`src/rtl/useq_pkg.sv`:
```
package useq_pkg;
    typedef enum logic [1:0] {
        BR_JUMP  = 2'b00,
        BR_CALL  = 2'b01,
        BR_RET   = 2'b10,
        BR_DISP  = 2'b11
    } br_kind_e;

    typedef enum logic [1:0] {
        CS_ONE   = 2'b00,
        CS_IND   = 2'b01,
        CS_SIGN  = 2'b10,
        CS_ZERO  = 2'b11
    } cond_sel_e;

    typedef enum logic [1:0] {
        SRC_STEP   = 2'b00,
        SRC_LEAVE  = 2'b01,
        SRC_TARGET = 2'b10,
        SRC_DISP   = 2'b11
    } addr_src_e;
endpackage

```
`src/rtl/useq_cond_mux.sv`:
```
module useq_cond_mux
    import useq_pkg::*;
(
    input  logic [1:0] sel,
    input  logic       ind_bit,
    input  logic       acc_sign,
    input  logic       acc_is_zero,
    output logic       cond
);
    always_comb begin
        unique case (cond_sel_e'(sel))
            CS_ONE:  cond = 1'b1;
            CS_IND:  cond = ind_bit;
            CS_SIGN: cond = acc_sign;
            CS_ZERO: cond = acc_is_zero;
            default: cond = 1'b1;
        endcase
    end
endmodule

```
`src/rtl/useq_src_ctrl.sv`:
```
module useq_src_ctrl
    import useq_pkg::*;
(
    input  logic [1:0] br_kind,
    input  logic       cond,
    output addr_src_e  src,
    output logic       save_ret
);
    always_comb begin
        src      = SRC_STEP;
        save_ret = 1'b0;
        unique case (br_kind_e'(br_kind))
            BR_JUMP: src = cond ? SRC_TARGET : SRC_STEP;
            BR_CALL: begin
                src      = cond ? SRC_TARGET : SRC_STEP;
                save_ret = cond;
            end
            BR_RET:  src = SRC_LEAVE;
            BR_DISP: src = SRC_DISP;
            default: src = SRC_STEP;
        endcase
    end
endmodule

```
`src/rtl/useq_addr_mux.sv`:
```
module useq_addr_mux
    import useq_pkg::*;
#(
    parameter int ADDR_W    = 7,
    parameter int OP_W      = 4,
    parameter int MAP_SHIFT = 2
) (
    input  addr_src_e         src,
    input  logic [ADDR_W-1:0] step_addr,
    input  logic [ADDR_W-1:0] ret_addr,
    input  logic [ADDR_W-1:0] target,
    input  logic [OP_W-1:0]   opcode,
    output logic [ADDR_W-1:0] next_addr
);
    localparam int PAD_HI = ADDR_W - OP_W - MAP_SHIFT;

    logic [ADDR_W-1:0] disp_addr;

    generate
        if (PAD_HI > 0) begin : g_pad
            assign disp_addr = {{PAD_HI{1'b0}}, opcode, {MAP_SHIFT{1'b0}}};
        end else begin : g_nopad
            assign disp_addr = {opcode, {MAP_SHIFT{1'b0}}};
        end
    endgenerate

    always_comb begin
        unique case (src)
            SRC_STEP:   next_addr = step_addr;
            SRC_LEAVE:  next_addr = ret_addr;
            SRC_TARGET: next_addr = target;
            SRC_DISP:   next_addr = disp_addr;
            default:    next_addr = step_addr;
        endcase
    end
endmodule

```
`src/rtl/useq_next_addr.sv`:
```
module useq_next_addr
    import useq_pkg::*;
#(
    parameter int ADDR_W     = 7,
    parameter int OP_W       = 4,
    parameter int MAP_SHIFT  = 2,
    parameter int RESET_ADDR = 64
) (
    input  logic              clk,
    input  logic              rst,
    input  logic [1:0]        cond_sel,
    input  logic [1:0]        br_kind,
    input  logic [ADDR_W-1:0] br_target,
    input  logic              ind_bit,
    input  logic              acc_sign,
    input  logic              acc_is_zero,
    input  logic [OP_W-1:0]   opcode,
    output logic [ADDR_W-1:0] car_o
);
    localparam logic [ADDR_W-1:0] CAR_INIT = ADDR_W'(RESET_ADDR);

    logic [ADDR_W-1:0] car_q;
    logic [ADDR_W-1:0] sbr_q;
    logic [ADDR_W-1:0] step_addr;
    logic [ADDR_W-1:0] next_addr;
    logic              cond;
    logic              save_ret;
    addr_src_e         src;

    assign step_addr = car_q + 1'b1;

    useq_cond_mux cond_i (
        .sel         (cond_sel),
        .ind_bit     (ind_bit),
        .acc_sign    (acc_sign),
        .acc_is_zero (acc_is_zero),
        .cond        (cond)
    );

    useq_src_ctrl ctrl_i (
        .br_kind  (br_kind),
        .cond     (cond),
        .src      (src),
        .save_ret (save_ret)
    );

    useq_addr_mux #(
        .ADDR_W    (ADDR_W),
        .OP_W      (OP_W),
        .MAP_SHIFT (MAP_SHIFT)
    ) mux_i (
        .src       (src),
        .step_addr (step_addr),
        .ret_addr  (sbr_q),
        .target    (br_target),
        .opcode    (opcode),
        .next_addr (next_addr)
    );

    // State register: control address and single return slot
    always_ff @(posedge clk) begin
        if (rst) begin
            car_q <= CAR_INIT;
            sbr_q <= '0;
        end else begin
            car_q <= next_addr;
            if (save_ret) begin
                sbr_q <= step_addr;
            end
        end
    end

    // Output process
    always_comb begin
        car_o = car_q;
    end
endmodule

```
`config.mk`:
```
export PLATFORM = sky130hd
export DESIGN_NAME = useq_next_addr
export DESIGN_NICKNAME = d
export VERILOG_FILES = /design/src/rtl/useq_pkg.sv /design/src/rtl/useq_cond_mux.sv /design/src/rtl/useq_src_ctrl.sv /design/src/rtl/useq_addr_mux.sv /design/src/rtl/useq_next_addr.sv
export SDC_FILE = /design/constraint.sdc
export NUM_CORES = 1
export LEC_CHECK = 0
export CORE_MARGIN = 8
export CORE_UTILIZATION = 46
export DETAILED_ROUTE_END_ITERATION = 10
export GPL_TIMING_DRIVEN = 0
export PLACE_DENSITY = 0.93
export SLEW_MARGIN = 20
export SYNTH_ARGS = -nofsm -noshare
export SYNTH_HDL_FRONTEND = slang
export SYNTH_HIERARCHICAL = 1
export SYNTH_SLANG_ARGS = --single-unit
```
`constraint.sdc`:
```
create_clock -name clk -period 4.5 [get_ports clk]
set_input_delay 1.125 -clock clk [delete_from_list [all_inputs] [get_ports clk]]
set_output_delay 1.125 -clock clk [all_outputs]
set_load 0.01 [all_outputs]
```
======== Yosys cells after proc, flatten, opt, wreduce, memory -nomap -nowiden ========
Index checks and enable logic that the tools add are counted.
storage, ports and cells
  register bits after elaboration ......... 14
  output and inout bits ................... 7
  bits of input ports ..................... 20
  logic and storage cells ................. 21
operators by class
  add/sub/neg operators ................... 1
  multiplexer cells ....................... 5
  reduce and logical (&&, ||, !) cells .... 4
  equality and inequality tests ........... 9
operators by type and width
  kind                                                             number
  7-bit one-hot mux with 4 select lines                            1
  2-bit == test, second input constant                             6
  7-bit by 1-bit adder with 7-bit output, second input constant    1
  2-bit by 1-bit == test with 1-bit output, second input constant  3
  2-bit logical NOT                                                3
  2-bit one-hot mux with 3 select lines                            1
  1-bit one-hot mux with 4 select lines                            1
  2-bit 2-to-1 mux                                                 1
  2-bit OR reduction                                               1
  1-bit 2-to-1 mux                                                 1

======== Longest topological paths before layout ========
  depth in word-level cells ............... 6
  mapped depth ............................ 7

======== Cells and area by module ========
The synthesis kept the hierarchy.
by module, submodules not included
  module          area an instance (um^2)  times used  cells an instance  seq. area each (um^2)
  useq_next_addr  529.3                    1           56                 280.3
  useq_addr_mux   168.9                    1           13                 0.0
  useq_src_ctrl   28.8                     1           3                  0.0
  useq_cond_mux   27.5                     1           3                  0.0

======== Worst setup path after synthesis ========
No wires, ideal clock.
  path kind ............................... input to register
  from .................................... input port cond_sel[0]
  to ...................................... register car_q[6] (netlist: car_o[6])
  required time ........................... 4.377 ns
  cell stages on the path ................. 7
  slack ................................... 2.127 ns
  arrival ................................. 2.250 ns
  path through ............................ mux2i_1 -> a21oi_1 -> mux2_4 -> buf_2 -> mux2i_1 -> o2bb2ai_1 -> or2_2
on the way
  word-level cells in the longest chain between the ends .. 6
RTL lines
  element                                      line                                      source
  from (decl)                                  useq_next_addr.sv:11                      input logic [1:0] cond_sel,
  2-bit == test, or another cell as far along  useq_cond_mux.sv:11                       unique case (cond_sel_e'(sel))
  1-bit one-hot mux with 4 select lines (*)    useq_cond_mux.sv:11
  named net cond                               useq_next_addr.sv:26                      logic cond;
  2-bit 2-to-1 mux (*)                         useq_src_ctrl.sv:13, useq_src_ctrl.sv:15
  2-bit one-hot mux with 3 select lines (*)    useq_src_ctrl.sv:12                       unique case (br_kind_e'(br_kind))
  named net src[1]                             useq_next_addr.sv:28                      addr_src_e src;
  2-bit == test, or another cell as far along  useq_addr_mux.sv:28                       unique case (src)
  7-bit one-hot mux with 4 select lines (*)    useq_addr_mux.sv:28
  named net next_addr[6]                       useq_next_addr.sv:25                      logic [ADDR_W-1:0] next_addr;
  to (signal assigned)                         useq_next_addr.sv:66                      car_q <= next_addr;
  to (decl)                                    useq_next_addr.sv:22                      logic [ADDR_W-1:0] car_q;
Mark *: on every way through the listed nets, which the timed path passes. The rest lies on a longest branch.
A chain may end at the register's enable or synchronous reset.

======== Worst setup path after layout ========
  from .................................... input port cond_sel[0]
  to ...................................... register car_q[0] (netlist: car_o[0])
The elaborated chain is that of the path after synthesis.

==> results.py <==
metrics = {
    "clocking": {
        "cts_setup_buffers": 0,
        "cts_buffer_depth": 2,
        "cts-resized-gates": 0,
        "cts_max_level": 1,
        "cts_buffers": 3,
        "cts.sinks": 14,
        "clk_latency_ps": 280,
        "cts.clk_slew.worst_paths_ps": 80,
        "cts_tree": "done",
        "ctsRootBufferMaster": "clkbuf_4",
        "cts_hold_buf": 0,
    },
    "setup_path": {
        "critPathMaxStageDelay_ps": 480,
        "crit_top_cell": "nor2b_1",
        "start_kind": "primary input",
        "critPathKind": "primary input to flop",
        "critical_path.endpoint_type": "flop",
        "cp_max_fo": 8,
        "cpMaxStageDelayCell": "clkdlybuf4s50_1",
        "crit_arrival_ps": 2930,
        "cp.required_ps": 4720,
        "rrSetupSlack_ps": 2800,
        "r2r_cells": 7,
        "worstPathCellList": "clkdlybuf4s50_1, mux2i_1, a21oi_1, mux2_4, buf_2, nor2b_1, o2bb2ai_1, nor2b_1",
    },
    "synth": {
        "syn_avg_cell_area_um2": 10.1,
        "ys_seq_area_share_pct": 37.1,
        "ys_warn_count": 6,
        "synth_fp_nets": 96,
        "netlist_area_um2": 754,
        "synth.distinct_cells": 26,
        "synth_flop_cell": "dfxtp_1",
        "synth_edf_count": 0,
        "async_reset_ff_share_pct": 0,
        "ys_ff_latch": 14,
        "synth_area_leaders": "dfxtp_1 37%, mux4_2 12%, mux2i_1 8.0%",
        "yosys.area.top_type": "dfxtp_1",
        "synth_top_area_share_pct": 37.1,
        "syn_inst": 75,
    },
    "grt": {
        "globalRouteOverflowTotal": 0,
        "antenna_found_initial": 0,
        "grt_pass1_vias": 662,
        "grt_first_pass_wirelength_um": 3030,
        "grt_max_degree": 11,
        "track_usage_pct": 11.6,
    },
    "drt": {
        "vias_per_cell": 5.40,
        "wire_per_inst_um": 14.7,
        "num_vias": 654,
        "drc": 0,
        "first_pass_iters": 4,
        "drt_iter0_markers": 8,
        "routed_wl_um": 1780,
        "ant_nets": 0,
    },
    "placed_design": {
        "gp_congestion": 0.787,
        "io_buffers": 26,
        "dp_hpwl_um": 1410,
    },
    "worst_hold_path": {
        "hold_path_class": "flop to flop",
        "min_delay_path_depth": 2,
    },
    "floorplanning": {
        "core_area_um2": 1520,
        "io_pins": 27,
        "die_area_um2": 3190,
        "die_h_um": 56.5,
        "fp.dieW_um": 56.5,
        "start_util_pct": 49.5,
        "rows": 14,
    },
    "sta": {
        "grt_setup_unrepaired": "false",
        "fin_tns_setup_ps": 0,
        "fmax_mhz": 369,
        "whs_ps": 494,
        "slew_violations": 0,
        "tightestPinTransition_ps": 533,
        "hold_viol": 0,
        "slew_headroom_pct": 64.4,
        "finalSetupViolCount": 0,
        "period_needed_ps": 2710,
        "period_share_pct": 60.2,
        "finClkSkew_ps": 1.73,
    },
    "cells_and_area": {
        "area_delta_synth_final_pct": 42.0,
        "finish.net_count": 127,
        "fillers": 134,
        "drive_gt1_share_pct": 14.3,
        "n_antenna_cell": 0,
    },
    "power_and_ir_drop": {
        "p_leak_nw": 0.409,
        "pwr_density_cell_nw_per_um2": 283,
        "ir_worst_vdd_uv": 182,
    },
    "status": {
        "run_status": "finished clean",
    },
    "run": {
        "drv_cap": 0,
    },
}
-- layout make-up --
class	instances	area, µm²	area share (%)
plain buffers	5	27.5	2.57
multi-input cells	54	439	41.0
repair buffers	26	260	24.3
well taps	16	20.0	1.87
inverters	2	7.51	0.701
clock buffers	4	36.3	3.39
flip-flops and latches	14	280	26.2
-- report_power, final --
part | leakage (nW) | switching, mW | internal [mW]
clock network | 0.0210 | 0.0417 | 0.0493
logic | 0.273 | 0.0267 | 0.0456
registers | 0.115 | 0.00783 | 0.132
-- flip-flops by register name (all words and copies together) (netlist names) --
signal	flops
sbr_q	7
car_o	7
-- critical path, delay by kind of cell --
kind | cells | cell delay [ps]
buf+inv | 2 | 670
mux | 2 | 440
compound gates | 2 | 270
simple gates | 2 | 420
-- layer usage --
layer | part of all wire [%] | track usage [%]
met5 | 0 | 0
met4 | 0.79 | 3.09
met3 | 8.4 | 6.07
met2 | 46 | 18.0
met1 | 45 | 13.6
-- cells in the mapped netlist, types with 2 or more instances --
cell / n
mux4_2: 4
mux2i_1: 6
o21a_1: 2
clkbuf_1: 3
nor2b_1: 7
o2bb2ai_1: 3
or3_1: 2
nand3_1: 2
dfxtp_1: 14
a311oi_1: 2
inv_1: 2
xnor2_1: 2
o21ai_0: 2
nand2_1: 4
nor2_1: 9
-- through the flow --
stage / instance area [µm²] / total power, mW / util [%] / cells / worst slack, ps
after floorplan: 754 / 0.180 / - / 75 / 2130
after global routing: 1070 / 0.317 / 70.3 / 121 / 1670
after CTS: 1070 / 0.307 / 70.3 / 121 / 1790
after detailed placement: 1030 / 0.215 / 67.9 / 117 / 1500
final: 1070 / 0.303 / 70.3 / 121 / 1790
after global placement: 1030 / 0.212 / 67.9 / 117 / 1560
-- path summary, 6_finish.rpt --
kind	startpoint	end
max reg2reg	car_o[0]	car_o[6]
max	cond_sel[0]	car_o[0]
min reg2reg	sbr_q[5]	sbr_q[5]
min	sbr_q[5]	sbr_q[5]
-- cell usage in the layout, fill, tap and decap left out, types with 2 or more instances in the layout --
| master | Yosys | layout |
|---|---|---|
| a311oi_1 | 2 | 2 |
| clkbuf_1 | 3 | 3 |
| clkbuf_4 | 0 | 3 |
| clkdlybuf4s50_1 | 0 | 26 |
| dfxtp_1 | 14 | 14 |
| inv_1 | 2 | 2 |
| mux2i_1 | 6 | 6 |
| mux4_2 | 4 | 4 |
| nand2_1 | 4 | 4 |
| nand3_1 | 2 | 2 |
| nor2_1 | 9 | 9 |
| nor2b_1 | 7 | 7 |
| o21a_1 | 2 | 2 |
| o21ai_0 | 2 | 2 |
| o2bb2ai_1 | 3 | 3 |
| or3_1 | 2 | 2 |
| xnor2_1 | 2 | 2 |
-- cell families after synthesis --
logic type / Yosys count / share of synthesized area [%]
compound gates: 11 / 10.8
flops: 14 / 37.1
mux: 11 / 21.9
buf+inv: 7 / 4.64
simple gates: 28 / 20.4
xor+xnor: 3 / 3.48
fa+ha+maj: 1 / 1.66
No activity file was read; power rests on OpenSTA's default activity.
